==> config.mk <==
export PLATFORM = sky130hd
export DESIGN_NAME = baud_tick_sel
export DESIGN_NICKNAME = d
export VERILOG_FILES = /design/src/rtl/baud_pkg.sv /design/src/rtl/baud_regs.sv /design/src/rtl/baud_div.sv /design/src/rtl/pulse_prescale.sv /design/src/rtl/baud_tick_sel.sv
export SDC_FILE = /design/constraint.sdc
export NUM_CORES = 1
export LEC_CHECK = 0
export BUFFER_PORTS_ARGS = -buffer_cell sky130_fd_sc_hd__buf_2
export CAP_MARGIN = 20
export CORE_MARGIN = 2
export CORE_UTILIZATION = 60
export CTS_BUF_LIST = sky130_fd_sc_hd__clkbuf_2 sky130_fd_sc_hd__clkbuf_4 sky130_fd_sc_hd__clkbuf_8
export DETAILED_ROUTE_END_ITERATION = 6
export PLACE_DENSITY = 0.8
export SLEW_MARGIN = 20
export SYNTH_ARGS = -nofsm -noshare
export SYNTH_HDL_FRONTEND = slang
export SYNTH_SLANG_ARGS = --single-unit
==> constraint.sdc <==
create_clock -name clk_i -period 3.6 [get_ports clk_i]
set_input_delay 0 -clock clk_i [delete_from_list [all_inputs] [get_ports clk_i]]
set_output_delay 0 -clock clk_i [all_outputs]
set_load 0.01 [all_outputs]
==> src/rtl/baud_pkg.sv <==
package baud_pkg;
  localparam int unsigned ADDR_W = 2;

  typedef enum logic [ADDR_W-1:0] {
    ADDR_CTRL   = 2'd0,
    ADDR_DIV_LO = 2'd1,
    ADDR_DIV_HI = 2'd2
  } reg_addr_e;

  typedef enum logic [1:0] {
    MODE_SHIFT = 2'd0,
    MODE_VAR_A = 2'd1,
    MODE_FIXED = 2'd2,
    MODE_VAR_B = 2'd3
  } uart_mode_e;

  localparam int unsigned CTRL_EN_BIT  = 0;
  localparam int unsigned CTRL_SEL_BIT = 1;
endpackage

==> src/rtl/baud_regs.sv <==
module baud_regs
  import baud_pkg::*;
#(
  parameter int unsigned DIV_W = 16
) (
  input  logic              clk_i,
  input  logic              rst_ni,
  input  logic              we_i,
  input  logic [ADDR_W-1:0] addr_i,
  input  logic [7:0]        wdata_i,
  output logic              en_o,
  output logic              sel_o,
  output logic [DIV_W-1:0]  divisor_o
);
  localparam int unsigned HI_W = DIV_W - 8;

  logic           en_q, sel_q;
  logic [7:0]     lo_q;
  logic [HI_W-1:0] hi_q;

  always_ff @(posedge clk_i or negedge rst_ni) begin
    if (!rst_ni) begin
      en_q  <= 1'b0;
      sel_q <= 1'b0;
      lo_q  <= '0;
      hi_q  <= '0;
    end else if (we_i) begin
      unique case (reg_addr_e'(addr_i))
        ADDR_CTRL: begin
          en_q  <= wdata_i[CTRL_EN_BIT];
          sel_q <= wdata_i[CTRL_SEL_BIT];
        end
        // divisor bytes are frozen while the divider runs
        ADDR_DIV_LO: if (!en_q) lo_q <= wdata_i;
        ADDR_DIV_HI: if (!en_q) hi_q <= wdata_i[HI_W-1:0];
        default: ;
      endcase
    end
  end

  assign en_o      = en_q;
  assign sel_o     = sel_q;
  assign divisor_o = {hi_q, lo_q};
endmodule

==> src/rtl/baud_div.sv <==
module baud_div #(
  parameter int unsigned DIV_W   = 16,
  parameter int unsigned DIV_OFS = 16
) (
  input  logic             clk_i,
  input  logic             rst_ni,
  input  logic             en_i,
  input  logic [DIV_W-1:0] divisor_i,
  output logic             tick_o
);
  localparam int unsigned CNT_W = DIV_W + 1;

  logic [CNT_W-1:0] cnt_q;
  logic [CNT_W-1:0] last;

  assign last   = {1'b0, divisor_i} + CNT_W'(DIV_OFS - 1);
  assign tick_o = en_i && (cnt_q == last);

  always_ff @(posedge clk_i or negedge rst_ni) begin
    if (!rst_ni)      cnt_q <= '0;
    else if (!en_i)   cnt_q <= '0;
    else if (tick_o)  cnt_q <= '0;
    else              cnt_q <= cnt_q + 1'b1;
  end
endmodule

==> src/rtl/pulse_prescale.sv <==
// Counts qualifying cycles; fast tick every 2**(LOG2-1), slow every 2**LOG2.
module pulse_prescale #(
  parameter int unsigned LOG2 = 6
) (
  input  logic clk_i,
  input  logic rst_ni,
  input  logic inc_i,
  output logic tick_fast_o,
  output logic tick_slow_o
);
  logic [LOG2-1:0] cnt_q;

  assign tick_fast_o = inc_i && (&cnt_q[LOG2-2:0]);
  assign tick_slow_o = inc_i && (&cnt_q);

  always_ff @(posedge clk_i or negedge rst_ni) begin
    if (!rst_ni)    cnt_q <= '0;
    else if (inc_i) cnt_q <= cnt_q + 1'b1;
  end
endmodule

==> src/rtl/baud_tick_sel.sv <==
module baud_tick_sel
  import baud_pkg::*;
#(
  parameter int unsigned DIV_W     = 16,
  parameter int unsigned DIV_OFS   = 16,
  parameter int unsigned CORE_LOG2 = 5,
  parameter int unsigned OVF_LOG2  = 6
) (
  input  logic              clk_i,
  input  logic              rst_ni,
  input  logic              reg_we_i,
  input  logic [ADDR_W-1:0] reg_addr_i,
  input  logic [7:0]        reg_wdata_i,
  output logic [7:0]        ctrl_rdata_o,
  input  logic [1:0]        mode_i,
  input  logic              dbl_i,
  input  logic              tmr_ovf_i,
  output logic              tick_o
);
  logic             div_en, src_sel;
  logic [DIV_W-1:0] divisor;
  logic             div_tick;
  logic             core_fast, core_slow;
  logic             ovf_fast, ovf_slow;

  baud_regs #(.DIV_W(DIV_W)) i_regs (
    .clk_i     (clk_i),
    .rst_ni    (rst_ni),
    .we_i      (reg_we_i),
    .addr_i    (reg_addr_i),
    .wdata_i   (reg_wdata_i),
    .en_o      (div_en),
    .sel_o     (src_sel),
    .divisor_o (divisor)
  );

  baud_div #(.DIV_W(DIV_W), .DIV_OFS(DIV_OFS)) i_div (
    .clk_i     (clk_i),
    .rst_ni    (rst_ni),
    .en_i      (div_en),
    .divisor_i (divisor),
    .tick_o    (div_tick)
  );

  pulse_prescale #(.LOG2(CORE_LOG2)) i_core_pre (
    .clk_i       (clk_i),
    .rst_ni      (rst_ni),
    .inc_i       (1'b1),
    .tick_fast_o (core_fast),
    .tick_slow_o (core_slow)
  );

  pulse_prescale #(.LOG2(OVF_LOG2)) i_ovf_pre (
    .clk_i       (clk_i),
    .rst_ni      (rst_ni),
    .inc_i       (tmr_ovf_i),
    .tick_fast_o (ovf_fast),
    .tick_slow_o (ovf_slow)
  );

  always_comb begin
    unique case (uart_mode_e'(mode_i))
      MODE_SHIFT: tick_o = core_fast;
      MODE_FIXED: tick_o = dbl_i ? core_fast : core_slow;
      default:    tick_o = src_sel ? div_tick : (dbl_i ? ovf_fast : ovf_slow);
    endcase
  end

  always_comb begin
    ctrl_rdata_o               = '0;
    ctrl_rdata_o[CTRL_EN_BIT]  = div_en;
    ctrl_rdata_o[CTRL_SEL_BIT] = src_sel;
  end
endmodule

==> flow_summary.json <==
{
  "antenna_found_initial": 0,
  "syn_avg_cell_area_um2": 10.2,
  "drt_iter0_markers": 83,
  "cap_viol_max_count": 0,
  "synth_cells": 263,
  "setup_viol": 0,
  "hold_viol": 0,
  "grt-ovfl-total": 0,
  "path_clk_slew_ns": 0.09,
  "ys_types": 55,
  "grtUsageTotal_pct": 22.8,
  "post-route-period-util_pct": 85.0,
  "synth_area_um2": 2690,
  "cp.arrival_ns": 3.06,
  "viasPerCell": 5.85,
  "worstPathRequired_ns": 3.60,
  "cts_root_buffer": "clkbuf_8",
  "die_area_um2": 5040,
  "multiInputGateArea_um2": 1420,
  "hpwl_mm": 3.78,
  "vias": 1999,
  "clock-sinks": 46,
  "vdd_drop_max_uv": 399,
  "port_buffers": 19,
  "nets": 312,
  "gp_congestion": 0.884,
  "numCtsBuffers": 5,
  "path_class": "reg2out",
  "fp.dieH_um": 71.0,
  "die_w_um": 71.0,
  "setup_tns_ns": 0,
  "ys_warn_count": 0,
  "power.density_nw_per_um2": 522,
  "tritoncts": "yes",
  "area_growth_pct": 11.8,
  "p_leak_nw": 1.29,
  "clockBufferDepth": 2,
  "rows": 24,
  "relSlewSlack_pct": 62.0,
  "synth_top_family_by_area": "simple AND/OR/NAND/NOR gates",
  "worstPathMaxFanout": 5,
  "cts_max_level": 2,
  "wirelength_mm": 5.24,
  "synth_edf_count": 0,
  "synth_top_flop_cell": "dfrtp_1",
  "fill_cells": 327,
  "synthXorXnorAreaFrac_pct": 11.7,
  "drc_errors": 0,
  "synthSimpleGateAreaFrac_pct": 22.8,
  "fmax_mhz": 327,
  "grt_pass1_wl_mm": 8.90,
  "antenna_cells": 0,
  "drtPass1Iterations": 5,
  "drive_above_1_share_pct": 19.0,
  "grt_pass1_vias": 1898,
  "final.min_clock_period_ns": 3.06,
  "synth-seq-cells": 46,
  "critPathLaunchType": "flop",
  "start_util_pct": 62.2,
  "status": "complete, no violations",
  "rsz0062_at_grt": "no",
  "critPathCaptureType": "output port",
  "hold_path.class": "in2reg",
  "coreArea_um2": 4320,
  "finalClockSkew_ns": 0.00782,
  "clk_latency_ns": 0.31,
  "slew_viol_final": 0,
  "cts_resized": 0,
  "placed_area_um2": 2790,
  "synthAdderAreaFrac_pct": 2.79,
  "register_area_um2": 1150,
  "muxShareOfSynthArea_pct": 6.28,
  "synth-seq-area-share_pct": 42.8,
  "power.total_mw": 1.57,
  "synthArstFlopShare_pct": 100,
  "drt-wirelength-per-cell_um": 15.3,
  "grt_max_degree": 47,
  "stdcell_area_um2": 3010,
  "ant_nets": 0,
  "ios": 26,
  "synth-compound-area-share_pct": 8.23,
  "worstMarginPinSlew_ns": 0.570
}
final cells by class:
type                    instances  area share, %
repair buffers                 32           7.32
well taps                      52           2.16
clock buffers                   5           2.29
clock inverters                 3           1.50
inverters                       9           1.12
multi-input cells             195           47.3
flip-flops and latches         46           38.3
routing by layer:
layer | wire length [um] | track usage (%)
met2 | 2390 | 36.4
met4 | 74 | 6.92
met5 | 0 | 0
met3 | 261 | 4.99
met1 | 2510 | 31.5
worst max-delay path, cell delays in order, from the launching register on:
cell and delay, ns:
dfrtp_1 0.43, inv_1 0.08, ha_1 0.23, nor3b_1 0.20, or4b_4 0.57, nor4b_2 0.28, o31a_1 0.18, or4b_1 0.47
a31oi_1 0.17, buf_2 0.15
cells by family (layout without fill, tap and decap cells):
logic type	count (synthesis)	after routing
DFF	46	46
adders and majority gates	6	6
and+or+nand+nor	104	104
other	1	6
AOI/OAI and AO/OA	28	28
xor gates and xnor gates	36	36
buffers and inverters	27	49
muxes	15	15
sequential cells by signal (all words and copies together) (netlist names):
signal,cells
i_div.cnt_q,17
i_core_pre.cnt_q,5
i_regs.hi_q,8
i_regs.en_o,1
i_regs.lo_q,8
i_regs.sel_o,1
i_ovf_pre.cnt_q,6
Yosys cell counts (all sizes together), types with 2 or more instances:
| cell type | count | area [um2] |
|---|---|---|
| a211oi | 2 | 15.0 |
| a22oi | 2 | 15.0 |
| a31oi | 2 | 12.5 |
| and3 | 7 | 43.8 |
| and4 | 2 | 17.5 |
| and4b | 2 | 20.0 |
| buf | 10 | 76.3 |
| clkbuf | 8 | 31.3 |
| dfrtp | 46 | 1150 |
| ha | 6 | 75.1 |
| inv | 8 | 30.0 |
| mux2 | 15 | 169 |
| nand2 | 20 | 75.1 |
| nand2b | 2 | 12.5 |
| nand3 | 9 | 45.0 |
| nand4 | 7 | 43.8 |
| nor2 | 11 | 41.3 |
| nor2b | 4 | 25.0 |
| nor3 | 20 | 100 |
| nor3b | 5 | 37.5 |
| nor4 | 3 | 33.8 |
| nor4b | 2 | 23.8 |
| nor4bb | 2 | 20.0 |
| o21ai | 6 | 30.0 |
| o22ai | 2 | 12.5 |
| o31a | 2 | 17.5 |
| or4b | 2 | 23.8 |
| xnor2 | 17 | 149 |
| xor2 | 19 | 166 |
power by group:
part / internal, mW / switching (mW)
sequential: 0.615 / 0.135
combinational: 0.223 / 0.207
clock: 0.206 / 0.183
total: 1.04 / 0.525
timing repair:
action                                 4_1_cts  5_1_grt
endpoints found under the hold margin       65        0
setup endpoints to repair                    0        0
hold buffers                                10        0
setup buffers                                0        0
metrics by stage:
stage          hold WS, ns  std cells  util (%)  worst slack, ns
2_1_floorplan       -0.296        268         -             1.03
4_1_cts             0.0249        342      69.5            0.542
3_3_place_gp         0.215        324      64.5            0.976
3_5_place_dp         0.221        324      64.5            0.907
5_1_grt             0.0872        342      69.5            0.368
6_report            0.0264        342      69.5            0.540
placed cells by master (no fill, tap or decap), drive strengths merged, types with 2 or more instances in the layout:
cell / instances
o21ai: 6
nand4: 7
nor2b: 4
buf: 22
clkinvlp: 2
or4b: 2
and4: 2
mux2: 15
inv: 8
nand2: 20
xor2: 19
and4b: 2
nor2: 11
conb: 6
nor4: 3
nor4b: 2
dfrtp: 46
nor3: 20
nand3: 9
a22oi: 2
nor4bb: 2
o31a: 2
a211oi: 2
o22ai: 2
nor3b: 5
ha: 6
a31oi: 2
dlygate4sd3: 10
xnor2: 17
nand2b: 2
and3: 7
clkbuf: 5
final timing paths:
| kind | start | to | slack (ns) | depth (start not counted) |
|---|---|---|---|---|
| hold / removal | reg_addr_i[0] | i_regs.en_o | 0.03 | 4 |
| max in group asynchronous | rst_ni | i_div.cnt_q[0] | 2.98 | 2 |
| min in group asynchronous | rst_ni | i_regs.lo_q[5] | 0.23 | 2 |
| hold reg to reg | i_core_pre.cnt_q[0] | i_core_pre.cnt_q[0] | 0.47 | 1 |
| setup / recovery | i_regs.lo_q[0] | tick_o | 0.54 | 9 |
| setup reg to reg | i_regs.lo_q[0] | i_div.cnt_q[16] | 0.91 | 9 |
Power figures use the tool's default switching activity.
